### config.mk
export PLATFORM = sky130hd
export DESIGN_NAME = stereo_out_serializer
export DESIGN_NICKNAME = d
export VERILOG_FILES = /design/src/rtl/stser_pkg.sv /design/src/rtl/stser_clkgen.sv /design/src/rtl/stser_slave_track.sv /design/src/rtl/stser_sample_buf.sv /design/src/rtl/stser_bit_sel.sv /design/src/rtl/stereo_out_serializer.sv
export SDC_FILE = /design/constraint.sdc
export NUM_CORES = 1
export LEC_CHECK = 0
export BUFFER_PORTS_ARGS = -buffer_cell sky130_fd_sc_hd__buf_2
export CORE_ASPECT_RATIO = 0.75
export CORE_MARGIN = 2
export CORE_UTILIZATION = 25
export CTS_BUF_LIST = sky130_fd_sc_hd__clkbuf_4 sky130_fd_sc_hd__clkbuf_8
export DETAILED_ROUTE_END_ITERATION = 6
export HOLD_SLACK_MARGIN = 0.1
export SLEW_MARGIN = 20
export SYNTH_ARGS = -nofsm -noshare
export SYNTH_HDL_FRONTEND = slang
export SYNTH_HIERARCHICAL = 1
export SYNTH_SLANG_ARGS = --single-unit
### constraint.sdc
create_clock -name clk_i -period 3.2 [get_ports clk_i]
set_input_delay 0 -clock clk_i [delete_from_list [all_inputs] [get_ports clk_i]]
set_output_delay 0 -clock clk_i [all_outputs]
set_load 0.1 [all_outputs]
### src/rtl/stser_pkg.sv
package stser_pkg;

  // mode_i[1] -> i2s, mode_i[0] -> master
  typedef struct packed {
    logic i2s;
    logic master;
  } ser_mode_t;

  // frame clock level that marks the left half
  function automatic logic left_level(input ser_mode_t m);
    return !m.i2s;
  endfunction

  // slot that carries the MSB
  function automatic logic msb_slot(input ser_mode_t m);
    return m.i2s | m.master;
  endfunction

endpackage

### src/rtl/stser_clkgen.sv
module stser_clkgen #(
  parameter int FRAME_SLOTS = 64,
  localparam int FS_W = $clog2(FRAME_SLOTS)
) (
  input  logic            clk_i,
  input  logic            rst_ni,
  input  logic            en_i,
  input  logic            rate_384_i,
  output logic            bclk_o,
  output logic [FS_W-1:0] slot_o,
  output logic            frame_wrap_o
);

  logic [2:0] div_q;
  logic [2:0] half;
  logic [2:0] last;
  logic       adv;

  assign half = rate_384_i ? 3'd3 : 3'd2;
  assign last = {half[1:0], 1'b0} - 3'd1;
  assign adv  = en_i && (div_q == half - 3'd1);

  always_ff @(posedge clk_i or negedge rst_ni) begin
    if (!rst_ni) begin
      div_q  <= '0;
      slot_o <= '0;
    end else if (!en_i) begin
      div_q  <= '0;
      slot_o <= '0;
    end else begin
      div_q <= (div_q == last) ? 3'd0 : div_q + 3'd1;
      if (adv) slot_o <= slot_o + 1'b1;
    end
  end

  assign bclk_o       = en_i && (div_q < half);
  assign frame_wrap_o = adv && (slot_o == FS_W'(FRAME_SLOTS - 1));

  assert_bclk_high_R5: assert property (@(posedge clk_i) disable iff (!rst_ni)
    en_i && $rose(bclk_o) |=> bclk_o);
  assert_bclk_low_R5: assert property (@(posedge clk_i) disable iff (!rst_ni)
    en_i && $fell(bclk_o) |=> !bclk_o);
  assert_slot_on_fall_R5: assert property (@(posedge clk_i) disable iff (!rst_ni)
    en_i && !$stable(slot_o) |-> $fell(bclk_o));

endmodule

### src/rtl/stser_slave_track.sv
module stser_slave_track #(
  parameter int CHAN_SLOTS  = 32,
  parameter int SYNC_STAGES = 2,
  localparam int POS_W = $clog2(CHAN_SLOTS)
) (
  input  logic             clk_i,
  input  logic             rst_ni,
  input  logic             i2s_i,
  input  logic             left_lvl_i,
  input  logic             ext_bclk_i,
  input  logic             ext_fclk_i,
  input  logic             ext_qual_i,
  output logic [POS_W-1:0] pos_o,
  output logic             chan_o,
  output logic             left_start_o
);

  localparam logic [POS_W-1:0] POS_MAX = POS_W'(CHAN_SLOTS - 1);

  logic [SYNC_STAGES-1:0] sb_q, sf_q, sq_q;
  logic b_s, f_s, q_s, b_prev, f_prev;
  logic bfall, fedge;

  always_ff @(posedge clk_i or negedge rst_ni) begin
    if (!rst_ni) begin
      sb_q   <= '0;
      sf_q   <= '0;
      sq_q   <= '0;
      b_prev <= 1'b0;
      f_prev <= 1'b0;
    end else begin
      sb_q   <= {sb_q[SYNC_STAGES-2:0], ext_bclk_i};
      sf_q   <= {sf_q[SYNC_STAGES-2:0], ext_fclk_i};
      sq_q   <= {sq_q[SYNC_STAGES-2:0], ext_qual_i};
      b_prev <= b_s;
      f_prev <= f_s;
    end
  end

  assign b_s   = sb_q[SYNC_STAGES-1];
  assign f_s   = sf_q[SYNC_STAGES-1];
  assign q_s   = sq_q[SYNC_STAGES-1];
  assign bfall = b_prev && !b_s;
  assign fedge = f_prev != f_s;

  always_ff @(posedge clk_i or negedge rst_ni) begin
    if (!rst_ni) begin
      pos_o  <= '0;
      chan_o <= 1'b0;
    end else if (fedge) begin
      pos_o  <= '0;
      chan_o <= (f_s != left_lvl_i);
    end else if (bfall && (i2s_i || q_s) && pos_o != POS_MAX) begin
      pos_o <= pos_o + 1'b1;
    end
  end

  assign left_start_o = fedge && (f_s == left_lvl_i);

  assert_frame_restart_R7: assert property (@(posedge clk_i) disable iff (!rst_ni)
    fedge |=> pos_o == '0);
  assert_stall_R7: assert property (@(posedge clk_i) disable iff (!rst_ni)
    bfall && !fedge && !i2s_i && !q_s |=> $stable(pos_o));
  assert_qual_ignored_R8: assert property (@(posedge clk_i) disable iff (!rst_ni)
    i2s_i && bfall && !fedge && pos_o != POS_MAX |=> pos_o == $past(pos_o) + 1'b1);

endmodule

### src/rtl/stser_sample_buf.sv
module stser_sample_buf #(
  parameter int SAMPLE_W = 20
) (
  input  logic                clk_i,
  input  logic                rst_ni,
  input  logic                valid_i,
  output logic                ready_o,
  input  logic [SAMPLE_W-1:0] left_i,
  input  logic [SAMPLE_W-1:0] right_i,
  input  logic                load_i,
  output logic [SAMPLE_W-1:0] shadow_l_o,
  output logic [SAMPLE_W-1:0] shadow_r_o
);

  logic                pend_vld;
  logic [SAMPLE_W-1:0] pend_l, pend_r;
  logic                accept;

  assign ready_o = !pend_vld;
  assign accept  = valid_i && !pend_vld;

  always_ff @(posedge clk_i or negedge rst_ni) begin
    if (!rst_ni) begin
      pend_vld   <= 1'b0;
      pend_l     <= '0;
      pend_r     <= '0;
      shadow_l_o <= '0;
      shadow_r_o <= '0;
    end else begin
      if (load_i && pend_vld) begin
        shadow_l_o <= pend_l;
        shadow_r_o <= pend_r;
        pend_vld   <= 1'b0;
      end
      if (accept) begin
        pend_l   <= left_i;
        pend_r   <= right_i;
        pend_vld <= 1'b1;
      end
    end
  end

  assert_hold_R9: assert property (@(posedge clk_i) disable iff (!rst_ni)
    pend_vld && !load_i |=> pend_vld && $stable(pend_l) && $stable(pend_r));
  assert_shadow_frame_R9: assert property (@(posedge clk_i) disable iff (!rst_ni)
    !load_i |=> $stable(shadow_l_o) && $stable(shadow_r_o));

endmodule

### src/rtl/stser_bit_sel.sv
module stser_bit_sel #(
  parameter int SAMPLE_W = 20,
  parameter int POS_W    = 5
) (
  input  logic [SAMPLE_W-1:0] word_i,
  input  logic [POS_W-1:0]    pos_i,
  input  logic                first_i,
  output logic                bit_o
);

  logic [POS_W:0] rel;
  logic           in_word;

  assign rel     = {1'b0, pos_i} - {{POS_W{1'b0}}, first_i};
  assign in_word = ({1'b0, pos_i} >= {{POS_W{1'b0}}, first_i}) && (rel < (POS_W+1)'(SAMPLE_W));

  always_comb begin
    bit_o = 1'b0;
    for (int k = 0; k < SAMPLE_W; k++) begin
      if (in_word && rel == (POS_W+1)'(SAMPLE_W - 1 - k)) bit_o = word_i[k];
    end
  end

endmodule

### src/rtl/stereo_out_serializer.sv
module stereo_out_serializer
  import stser_pkg::*;
#(
  parameter int SAMPLE_W    = 20,
  parameter int CHAN_SLOTS  = 32,
  parameter int QUAL_SLOTS  = 16,
  parameter int SYNC_STAGES = 2
) (
  input  logic                clk_i,
  input  logic                rst_ni,
  input  logic [1:0]          mode_i,
  input  logic                rate_384_i,
  input  logic                smp_valid_i,
  output logic                smp_ready_o,
  input  logic [SAMPLE_W-1:0] smp_left_i,
  input  logic [SAMPLE_W-1:0] smp_right_i,
  input  logic                ext_bclk_i,
  input  logic                ext_fclk_i,
  input  logic                ext_qual_i,
  output logic                bclk_o,
  output logic                fclk_o,
  output logic                qual_o,
  output logic                sdata_o
);

  localparam int POS_W       = $clog2(CHAN_SLOTS);
  localparam int FRAME_SLOTS = 2 * CHAN_SLOTS;
  localparam int FS_W        = $clog2(FRAME_SLOTS);

  ser_mode_t m;
  logic      left_lvl;
  assign m        = ser_mode_t'(mode_i);
  assign left_lvl = left_level(m);

  logic [FS_W-1:0]  slot;
  logic             wrap;
  logic [POS_W-1:0] sl_pos, pos;
  logic             sl_chan, sl_left_start, chan, load;
  logic [SAMPLE_W-1:0] sh_l, sh_r, word;

  stser_clkgen #(.FRAME_SLOTS(FRAME_SLOTS)) u_clkgen (
    .clk_i, .rst_ni, .en_i(m.master), .rate_384_i,
    .bclk_o, .slot_o(slot), .frame_wrap_o(wrap)
  );

  stser_slave_track #(.CHAN_SLOTS(CHAN_SLOTS), .SYNC_STAGES(SYNC_STAGES)) u_track (
    .clk_i, .rst_ni, .i2s_i(m.i2s), .left_lvl_i(left_lvl),
    .ext_bclk_i, .ext_fclk_i, .ext_qual_i,
    .pos_o(sl_pos), .chan_o(sl_chan), .left_start_o(sl_left_start)
  );

  assign pos  = m.master ? slot[POS_W-1:0] : sl_pos;
  assign chan = m.master ? slot[POS_W]     : sl_chan;
  assign load = m.master ? wrap            : sl_left_start;

  stser_sample_buf #(.SAMPLE_W(SAMPLE_W)) u_buf (
    .clk_i, .rst_ni, .valid_i(smp_valid_i), .ready_o(smp_ready_o),
    .left_i(smp_left_i), .right_i(smp_right_i), .load_i(load),
    .shadow_l_o(sh_l), .shadow_r_o(sh_r)
  );

  assign word = chan ? sh_r : sh_l;

  stser_bit_sel #(.SAMPLE_W(SAMPLE_W), .POS_W(POS_W)) u_sel (
    .word_i(word), .pos_i(pos), .first_i(msb_slot(m)), .bit_o(sdata_o)
  );

  assign fclk_o = m.master && (chan ? !left_lvl : left_lvl);
  assign qual_o = m.master && (pos >= POS_W'(1)) && (pos <= POS_W'(QUAL_SLOTS));

  assert_qual_mid_R6: assert property (@(posedge clk_i) disable iff (!rst_ni)
    m.master && $rose(qual_o) |-> $stable(fclk_o));
  assert_data_on_fall_R5: assert property (@(posedge clk_i) disable iff (!rst_ni)
    m.master && !$stable(sdata_o) |-> $fell(bclk_o));

endmodule

==> results of run 1 <==
[through the flow]
stage / cells / power [mW]
6_report: 738 / 4.50
5_1_grt: 738 / 4.79
3_3_place_gp: 674 / 3.57
4_1_cts: 738 / 4.55
2_1_floorplan: 379 / 3.28
3_5_place_dp: 674 / 3.63
[flip-flops by register name (all words and copies together) (netlist names), 2 cells and up]
signal            flops
u_clkgen/slot_o       6
u_track/sb_q          2
u_clkgen/div_q        3
u_buf/pend_l         20
u_buf/shadow_l_o     20
u_buf/pend_r         20
u_track/sf_q          2
u_track/sq_q          2
u_buf/shadow_r_o     20
u_track/pos_o         5
[worst min path at each step]
| stage | slack (ns) | endpoint | cells after the start | start |
|---|---|---|---|---|
| after floorplan | -0.30 | u_buf/pend_l[0] | 0 | rst_ni |
| after global placement | 0.12 | u_track/sb_q[0] | 1 | ext_bclk_i |
| after detailed placement | 0.11 | u_track/sq_q[0] | 1 | ext_qual_i |
| after CTS | 0.11 | u_buf/pend_vld | 3 | smp_valid_i |
| after global routing | 0.12 | u_buf/pend_vld | 3 | smp_valid_i |
| final | 0.13 | u_buf/pend_vld | 3 | smp_valid_i |
[power by group]
group	internal (mW)	leakage, nW	switching [mW]
registers	1.85	1.25	0.333
logic	0.917	1.41	0.571
clock network	0.370	0.0964	0.465
total	3.13	2.76	1.37
[cell families after synthesis]
group	count (synthesis)	share of synthesized area, %
AOI/OAI and AO/OA	42	5.73
DFF	104	51.1
muxes	119	29.1
buffers and inverters	32	3.71
and+or+nand+nor	69	7.57
xor gates and xnor gates	6	1.03
adders and majority gates	7	1.72
[tightest hold or removal path, cell delays in order]
cell and delay (ns):
sky130_fd_sc_hd__buf_2 0.10, sky130_fd_sc_hd__nor2b_4 0.20, sky130_fd_sc_hd__o21bai_1 0.18
[repair_timing]
item | 4_1_cts | 5_1_grt
cloned | 0 | 0
hold endpoints to repair | 129 | 0
hold buffers | 48 | 0
resized for setup | 2 | 4
setup endpoints to repair | 1 | 1
[cell type report]
cell class	count	area (um^2)	area share, %
well taps	258	323	5.11
inverters	12	45.0	0.714
repair buffers	105	803	12.7
clock buffers	9	124	1.96
clock inverters	7	80.1	1.27
multi-input cells	243	2330	37.0
flip-flops and latches	104	2600	41.2
[routing by layer]
metal | wire length (um) | GRT usage, % | up-vias | share of wire, %
met5 | 0 | 0 | - | 0
met3 | 367 | 2.39 | 8 | 3.5
met2 | 4590 | 15.7 | 73 | 44
li1 | - | - | 1558 | -
met4 | 102 | 2.43 | 0 | 0.98
met1 | 5310 | 14.4 | 1621 | 51
[cell usage after synthesis, drive strengths merged (2+ instances only)]
| master | instances |
|---|---|
| mux2 | 107 |
| o22ai | 2 |
| a21oi | 11 |
| ha | 7 |
| o211ai | 2 |
| nor2 | 8 |
| nor2b | 4 |
| a211oi | 2 |
| o31ai | 2 |
| nand2 | 17 |
| nand3 | 8 |
| o21ai | 6 |
| nor3 | 2 |
| inv | 12 |
| o311ai | 2 |
| nor4 | 2 |
| xnor2 | 5 |
| mux2i | 11 |
| or2 | 3 |
| nand4 | 3 |
| or4 | 2 |
| clkbuf | 2 |
| o41ai | 2 |
| buf | 18 |
| nand2b | 9 |
| or3b | 3 |
| dfrtp | 104 |
| a31oi | 3 |
==> metrics list, run 1 <==
- Number of warnings reported in the yosys synthesis log: 6
- Fraction of final layout cells sized beyond drive strength 1: 39.0%
* Depth of the worst register-to-register path: 9
- In this run the number of cells on the critical path is 10.
- Hold timing on the final database bottoms out at a slack of about 0.13 ns.
* Placed standard-cell area: 5600 um^2
- In the layout the commonest cells are sky130_fd_sc_hd__dfrtp_1 (104), sky130_fd_sc_hd__mux2_2 (62), sky130_fd_sc_hd__buf_2 (50).
- Global-route usage over all layers: between 10 and 15%
- Synthesized area: 5090 um^2
* DRT iter0 DRCs: 168
* Number of hold violations in the final report: 0
- Entering global routing, the biggest net connects 83 pins.
- Counting flops with an async set or reset pin after synthesis yields a share of 100%.
- Yosys mapped a number of flops with a built-in enable equal to 0.
* Vias: 3,260
- Critical path class: input pin to output pin
- Number of primary I/O pins: 54
- Setup repair after global routing left no endpoint under its margin.
- Area leader, netlist: sky130_fd_sc_hd__dfrtp_1
* Pwr Density: around 700 nW/um^2
- The routed design could run at a clock period as short as roughly 3 ns.
- The count of pins over their slew limit is 0.
* Post-CTS Repair Setup Buffers: 0
- The initial antenna violation count came to 0.
- Worst path bufs/invs: 4
* Static leakage: 2.76 nW
* Worst vdd ir: 0.382 mV
- Setup WS pre-CTS: 0.302 ns
- At the pin with the least slew margin, the transition time is 0.844 ns.
- Remaining design rule violation count: 0
- The slowest stage of the critical path belongs to the cell sky130_fd_sc_hd__dlygate4sd3_1.
- The first global-routing pass estimated 17,600 um of wire.
* Type of element capturing the critical path: output pin
- Root buffer cell: sky130_fd_sc_hd__clkbuf_8
* Cell-by-cell listing of the critical path: dlygate4sd3_1 -> clkbuf_4 -> mux2i_2 -> buf_6 -> mux2_2 -> mux4_2 -> a2111o_1 -> o211ai_2 -> a32oi_2 -> buf_4
- After detailed routing, the number of vias per cell comes to between 4 and 5.
- Max_cap viols: 0
- The largest single stage delay on the critical path is 0.53 ns.
- Half-perimeter wire length after detailed placement: 7300 um
* Avg Synthesized Cell Area: between 10 and 15 um^2
- Sum of routed wire length over all layers: a little over 10,000 um
- Buffers placed on the I/O ports in this run total 53.
- The worst register-to-register path has a setup slack of 0.82 ns.
- The critical path ends at sdata_o.
- For this run, the leading register cell type out of synthesis is sky130_fd_sc_hd__dfrtp_1.
- Reg-to-reg critical path endpoint: u_buf/shadow_l_o[19]
- The tightest min-delay check is of the input pin to flop type.
* CTS tree: built
- The via count of the first global-routing pass was 3,439.
* Clock Path Buffers: 2
- Measured along the x axis, the die boundary spans 169 um.
- Share of synthesized area occupied by flip-flops and latches: between 50% and 60%
* Final global-route overflow total: 0
- Launch point of the worst path: mode_i[0]
- In this run the critical register-to-register path is launched from u_clkgen/div_q[0].
- The detail route stage leaves a number of antenna-violating nets equal to 0.
- Summing all non-filler instances in the final layout gives an area of 6310 um^2.
* Placement row count: 45
- Dividing the detail-routed wire length by the instance count gives between 10 and 15 um.
* Number of clock buffers inserted by TritonCTS: 9
- For this run, the share of the core covered by cells in the final layout is 31.4%.
- Highest net fanout along the worst path: 20
- Clock-pin slew was measured on the worst setup and hold paths at 0.10 ns.
- For this run, the top clock speed supported by timing is 328 MHz.
- For the worst setup path, the data required time is between 3 and 4 ns.
- Area contributors post-synth: sky130_fd_sc_hd__dfrtp_1 (51%), sky130_fd_sc_hd__mux2_2 (14%), sky130_fd_sc_hd__mux2_4 (11%)
- Placer Congestion: 0.794
- Setup ws final: ~0.15 ns
- The floorplan step set the die height to around 130 um.
- Signal arrival time at the worst endpoint: 3.05 ns
- Post-Route Skew: 0.0108 ns
* Count of final setup violators: 0
- Most common cell after layout, fill and taps aside: sky130_fd_sc_hd__dfrtp_1
* Post-route clock period utilization: 95.2%
- Startpoint class of the critical path: input pin
* Number of synthesized register bits: 104
- Core box area: 20,100 um^2
- Pre-antenna DRT Iters: 4
- # H-tree levels: 3
- Fill cell count: 2,008
- Count of distinct cell types in the synthesized netlist: 60
- Summed over all failing endpoints, the final setup total negative slack is 0 ns.
* Worst-case headroom to the max-slew limit: 43.1%
- The repair_antennas step left the layout with diodes totalling 0.
- Worst skew pair latency: about 0.37 ns
- The cell family contributing the most delay on the critical path is buffers and inverters.
- Run status: complete, no violations
- Relative to the synthesized area, the layout overhead comes to 24.0%.
- After synthesis, the largest area contributor takes up about 51% of total cell area.
- The final layout contains 531 nets.
* Die Footprint: 21,500 um^2
- The clock drives 104 sinks.
- Synthesis produced 379 cells.
* Post-Syn Nets: between 400 and 500
- For this configuration, the core starts out at a cell density of 25.3%.
(Power assumes the default switching activity.)
==> inputs of run 2 (changes only) <==
Settings changed: MAX_ROUTING_LAYER set to met4.
Clock period 3.2 ns to 3.7 ns, I/O delays scaled along.
==> run 2 against run 1 <==
- clock power decreased by 22%
- sequential cell count unchanged
- total power decreased by 15%
- via count increased by 1.2%
- final cell count increased by 1.1%
- routed wire length decreased by 0.23%
- register-to-register slack improved by 0.46 ns
- critical path depth increased by 1
- clock skew increased by 0.0022 ns
- sequential power decreased by 14%
==> metrics list, run 2 (synthesis gave the netlist of run 1 again) <==
- The run finished with clean final reports.
* Number of hold violations in the final report: 0
- After clock tree synthesis, the clock-pin slew on the worst setup and hold paths is 0.10 ns.
* Worst-case headroom to the max-slew limit: 38.1%
- The critical path crosses 11 cells after its start point.
- Effective utilization at floorplan: 25.3%
- Cell-by-cell listing of the critical path: dlygate4sd3_1 -> buf_2 -> mux2i_2 -> buf_4 -> mux2_2 -> mux2_2 -> a311oi_1 -> a21oi_1 -> o211ai_2 -> a32oi_1 -> buf_2
- STA classifies the critical path endpoint as an output pin.
* Slew at the pin with the worst max-slew slack: 0.918 ns
- Static leakage: 2.77 nW
* Number of antenna violations at the first check in global routing: 0
- Required time at the worst-slack endpoint: 3.70 ns
- Critical path class: input pin to output pin
* Antenna Violating Nets Remaining: 0
- The cell sitting at the root of the clock tree is a sky130_fd_sc_hd__clkbuf_8.
* Startpoint class of the critical path: input pin
- In the final routed layout, each cell accounts on average for ~14 um.
- Routability-driven placement finished with a final weighted congestion of 0.840.
- Commonest cells after routing, fill and taps aside: sky130_fd_sc_hd__dfrtp_1 (104), sky130_fd_sc_hd__mux2_2 (62), sky130_fd_sc_hd__dlygate4sd3_1 (55)
- Pin count of the biggest net entering global routing: 41
- Final Power: ~3.8 mW
- For the worst flop-to-flop path, the logic depth is 9.
- Post-Route Skew: between 0.01 and 0.015 ns
* Final global-route overflow total: 0
- Die outline width: 169 um
* Clock Path Buffers: 2
- Placed standard-cell area: 5590 um^2
- Signal arrival time at the worst endpoint: 3.39 ns
- Global-route usage over all layers: 10.3%
- # H-tree levels: 3
* Worst skew pair latency: 0.37 ns
- Setup repair after global routing left no endpoint under its margin.
- Number of clock sinks: 104
* Final instance area: ~6300 um^2
- Area of combinational cells with multiple inputs: between 2000 and 2500 um^2
- Number of clock buffers inserted by TritonCTS: 9
* Half-perimeter wire length after detailed placement: 7230 um
- Most common cell after layout, fill and taps aside: sky130_fd_sc_hd__dfrtp_1
- For this run, the share of the core covered by cells in the final layout is 31.4%.
* Post-CTS Repair Setup Buffers: 0
- CTS tree: built
- In the finished design, the share of the clock period the worst path needs comes to between 90% and 100%.
- Fill cell count: 1,985
- Setup ws final: 0.308 ns
* Setup TNS: 0 ns
- From bottom edge to top edge, the die measures ~130 um.
- Counting I/O delays and the setup requirement, the final critical path takes 3.39 ns.
* Sum of routed wire length over all layers: between 10,000 and 15,000 um
* Worst vdd ir: 0.406 mV
- Hold/Removal Path Class: input pin to asynchronous set/reset pin
* Pwr Density: ~600 nW/um^2
- For this run, design rule violations remaining after detail routing come to 0.
- Placement row count: 45
- Worst path bufs/invs: 4
- Total number of nets in the final design: 539
- Non-filler cells, final: ~750
- The via count of the first global-routing pass was 3,416.
- On the worst path, the slowest cell contributes a delay of 0.57 ns.
- Count of buffers from port buffering: between 50 and 60
- The first global-routing pass estimated between 15,000 and 20,000 um of wire.
* Max-slew violation count: 0
- The core region is 20,100 um^2.
- Among cell families on the critical path, the largest total delay comes from buffers and inverters.
- Count of final setup violators: 0
* Post-synthesis to final-layout area growth: 24.1%
- Highest net fanout along the worst path: 17
- Die Footprint: 21,500 um^2
- Max_cap viols: 0
* Flip-flop and latch area: 2600 um^2
* Antenna diode count: 0
* Smallest hold slack: 0.116 ns
- Detailed routing inserted a total of roughly 3,300 vias.
- Post-detailed-route via-to-cell ratio: 4.42
- Number of primary I/O pins: 54
- Setup WS pre-CTS: around 0.78 ns
- Derived from the worst setup path, the maximum achievable clock frequency is between 200 and 300 MHz.
- The slowest stage of the critical path belongs to the cell sky130_fd_sc_hd__mux2i_2.
* Placed cell count: 675
- Before antenna repair, the detailed router went through 5 iterations.
- Fraction of final layout cells sized beyond drive strength 1: 37.9%
- For this block, the initial DRC count from the detailed router was 184.
-- run 2: changes by cell type in the layout (fill, tap and decap cells not counted) --
| cell | before | now |
|---|---|---|
| sky130_fd_sc_hd__ha_1 | 5 | 7 |
| sky130_fd_sc_hd__clkinv_2 | 0 | 1 |
| sky130_fd_sc_hd__buf_2 | 50 | 52 |
| sky130_fd_sc_hd__buf_12 | 1 | 0 |
| sky130_fd_sc_hd__bufinv_16 | 1 | 0 |
| sky130_fd_sc_hd__a32oi_2 | 1 | 0 |
| sky130_fd_sc_hd__buf_6 | 2 | 0 |
| sky130_fd_sc_hd__a32oi_1 | 0 | 1 |
| sky130_fd_sc_hd__ha_4 | 1 | 0 |
| sky130_fd_sc_hd__buf_4 | 3 | 6 |
| sky130_fd_sc_hd__clkbuf_4 | 1 | 0 |
| sky130_fd_sc_hd__dlygate4sd3_1 | 48 | 55 |
| sky130_fd_sc_hd__ha_2 | 1 | 0 |
-- run 2: layer usage --
metal	GRT usage, %	part of all wire, %
met1	14.3	51
met2	15.4	45
met3	2.35	3.6
met4	2.23	0.74
met5	-	0
-- run 2: worst reg2reg max path, delay by kind of cell (launching register included) --
kind / cells / cell delay (ns)
simple gates: 4 / 0.60
buf+inv: 2 / 0.37
mux: 2 / 0.63
flops: 1 / 0.42
fa+ha+maj: 1 / 0.30
-- run 2: final timing paths --
path                                   start              endpoint  slack (ns)
max                                mode_i[0]               sdata_o        0.31
min                                   rst_ni  u_buf/shadow_r_o[10]        0.12
max reg2reg                u_clkgen/div_q[0]   u_buf/shadow_l_o[8]        1.28
min reg2reg                  u_track/sb_q[0]       u_track/sb_q[1]        0.37
max in group asynchronous             rst_ni      u_track/pos_o[2]        2.76
min in group clk_i                ext_fclk_i       u_track/sf_q[0]        0.26
-- run 2: where the power goes --
group / internal [mW] / total (mW) / switching (mW) / leakage, nW
logic: 0.821 / 1.30 / 0.484 / 1.43
clock network: 0.250 / 0.651 / 0.400 / 0.0862
registers: 1.60 / 1.88 / 0.286 / 1.25
-- run 2: final cells by class --
cell class / instances / area share [%]
sequential: 104 / 41.2
multi-input combinational: 243 / 36.6
timing repair buffer: 113 / 13.5
tap: 258 / 5.11
clock buffer: 9 / 1.96
clock inverter: 7 / 0.871
inverter: 12 / 0.713
-- run 2: timing repair --
action	4_1_cts	5_1_grt
gates resized for setup	0	0
hold buffers	55	0
endpoints found under the hold margin	131	0
==> inputs of run 3 (changes only) <==
Clock period 3.7 ns to 3.15 ns, I/O delays scaled along.
==> run 3 against run 2 <==
- worst setup slack got worse by 0.19 ns
- final cell count down 0.94%
- sequential share of layout area up 0.16 points
- clock skew fell by 0.00051 ns
- hold slack improved by 0.026 ns
- sequential power rose by 17%
- via count decreased by 1.7%
- sequential cell count did not move
- critical path depth shrank 2
- total power grew 17%
- largest cell class unchanged
==> metrics list, run 3 (synthesis gave the netlist of run 1 again) <==
* Post-route clock period utilization: 96.4%
- Depth of the worst register-to-register path: 9
- Signal arrival time at the worst endpoint: 3.04 ns
- In this run, CTS created clock tree buffers numbering 9.
- Cells fill 31.3% of the core in the end.
- The final layout contains 532 nets.
- The repair_antennas step left the layout with diodes totalling 0.
- Timing would allow up to about 330 MHz.
- Summed over all cells, the static leakage comes to 2.75 nW.
- Highest net fanout along the worst path: 7
- For this run the aggregate overflow at the end of global routing stands at 0.
- Global-route wire length before repair: 17,400 um
- Max-slew violation count: 0
- Number of global-route vias before repair: 3,391
* Number of hold violations in the final report: 0
* Vias: 3,241
* Number of antenna violations at the first check in global routing: 0
- Worst Hold Endpoint: u_buf/pend_vld
* Slowest stage delay, CP: around 0.66 ns
- The cell family contributing the most delay on the critical path is compound AO/OA/AOI/OAI gates.
* Worst path bufs/invs: 3
- Total power for the finished layout comes to about 4.5 mW.
- Commonest cells after routing, fill and taps aside: sky130_fd_sc_hd__dfrtp_1 (104), sky130_fd_sc_hd__mux2_2 (62), sky130_fd_sc_hd__buf_2 (51)
- Of the cells placed in the final design, the portion with a size suffix greater than 1 is 39.1%.
* Required time at the worst-slack endpoint: 3.15 ns
- Remaining design rule violation count: 0
* Placer Congestion: 0.807
- Most common cell on crit path: sky130_fd_sc_hd__inv_1
- Critical path class: flop to output pin
- Cell-by-cell listing of the critical path: mux2_2 -> inv_1 -> ha_2 -> ha_4 -> inv_1 -> a2111oi_0 -> a21oi_1 -> a32oi_2 -> buf_4
* Max_cap viols: 0
- Die Footprint: around 22,000 um^2
* Number of primary I/O pins: 54
* # H-tree levels: 3
- Wirelength per Cell: 13.8 um
- Global routing used 10.4% of the available tracks across all layers.
* Clock Path Buffers: 2
- Hold Path Cell Cnt: 3
- Half-perimeter wire length after detailed placement: 7180 um
* Worst vdd ir: between 0.5 and 0.6 mV
- Type of element capturing the critical path: output pin
- Die outline width: 169 um
- Startpoint class of the critical path: flop
- Clock transition at the register clock pins on the worst setup and hold paths after CTS: 0.10 ns
- Post-Route Skew: between 0.01 and 0.015 ns
- The setup check on the worst reg-to-reg path leaves a slack of 0.80 ns.
- The worst pin sits at a relative slew slack of 46.4%.
* Post-synthesis to final-layout area growth: 23.6%
* Number of clock sinks: between 100 and 150
- Dividing the detail-routed via count by the number of cells gives 4.39.
- The first TritonRoute pass finished after 5 iterations.
- The slowest stage of the critical path belongs to the cell sky130_fd_sc_hd__a2111oi_0.
- Vertical die dimension: 128 um
- Count of buffers from port buffering: 53
- The path class of the tightest hold or removal check is input pin to flop.
- Antenna Violating Nets Remaining: 0
- For this configuration, the core starts out at a cell density of 25.3%.
* Most common cell after layout, fill and taps aside: sky130_fd_sc_hd__dfrtp_1
* Placement row count: 45
- The run finished with clean final reports.
- The smallest clock period supported by the final layout is computed as a little over 3 ns.
- Wires add up to 10,200 um.
- Origin of the worst min-delay path: smp_valid_i
* Pwr Density: 712 nW/um^2
- DRT iter0 DRCs: 218
- Reg-to-reg critical path endpoint: u_buf/shadow_l_o[7]
- Count of final setup violators: 0
* CTS tree: built
* Worst skew pair latency: approximately 0.37 ns
- For the pin with the worst max-slew slack, the measured transition is 0.798 ns.
* Startpoint of the most critical register-to-register path: u_clkgen/div_q[0]
- The root buffer cell chosen for the clock tree is sky130_fd_sc_hd__clkbuf_8.
- The total area inside the core boundary comes to 20,100 um^2.
- Pin count of the biggest net entering global routing: about 80
run 3: worst reg2reg max path: stages (launching register included):
cell	delay, ns
sky130_fd_sc_hd__dfrtp_1	0.41
sky130_fd_sc_hd__inv_1	0.08
sky130_fd_sc_hd__ha_1	0.29
sky130_fd_sc_hd__nor2_1	0.07
sky130_fd_sc_hd__nand3_1	0.10
sky130_fd_sc_hd__nor3_1	0.06
sky130_fd_sc_hd__mux2_2	0.31
sky130_fd_sc_hd__nand2_1	0.08
sky130_fd_sc_hd__buf_4	0.42
sky130_fd_sc_hd__mux2_2	0.44
run 3: area by class of cell:
cell class	count	area, um^2
Fill cell	1998	13800
Timing Repair Buffer	106	808
Sequential cell	104	2600
Clock buffer	9	124
Multi-Input combinational cell	243	2330
Clock inverter	7	55.1
Tap cell	258	323
Inverter	12	45.0
run 3: worst max path at each step:
stage	depth (start not counted)	endpoint	slack, ns	startpoint
floorplan	10	sdata_o	0.26	u_clkgen/slot_o[0]
global placement	10	sdata_o	0.36	u_clkgen/slot_o[0]
detailed placement	10	sdata_o	0.26	u_clkgen/slot_o[0]
CTS	10	sdata_o	0.05	u_clkgen/slot_o[0]
global route	9	sdata_o	-0.09	u_clkgen/slot_o[0]
finish	9	sdata_o	0.11	u_clkgen/slot_o[0]
run 3: where the power goes:
part / total [mW] / internal [mW] / switching [mW]
Clock: 0.775 / 0.296 / 0.479
Sequential: 2.20 / 1.88 / 0.328
Combinational: 1.50 / 0.932 / 0.569
run 3: routing by layer:
layer  GRT usage [%]  part of all wire [%]  vias to the layer above
met5               -                     0                        -
met4            2.64                   1.1                        0
met3            2.20                   2.9                        9
met2            15.0                    43                       62
met1            14.7                    53                     1609
li1                -                     -                     1561
run 3: repair_timing:
item / in CTS / in global routing
endpoints found under the setup margin: 1 / 1
gates cloned: 0 / 0
endpoints found under the hold margin: 126 / 0
setup buffers: 0 / 0
hold buffers: 48 / 0
resized for setup: 2 / 3
run 3: through the flow:
step	TNS (ns)	worst slack, ns	area, um^2	std cells	hold slack (ns)
floorplan	0	0.258	5100	379	-0.296
global placement	0	0.357	5610	675	0.115
global route	-0.0889	-0.0889	6290	739	0.131
finish	0	0.114	6290	739	0.141
CTS	0	0.0461	6270	739	0.123
detailed placement	0	0.256	5610	675	0.109
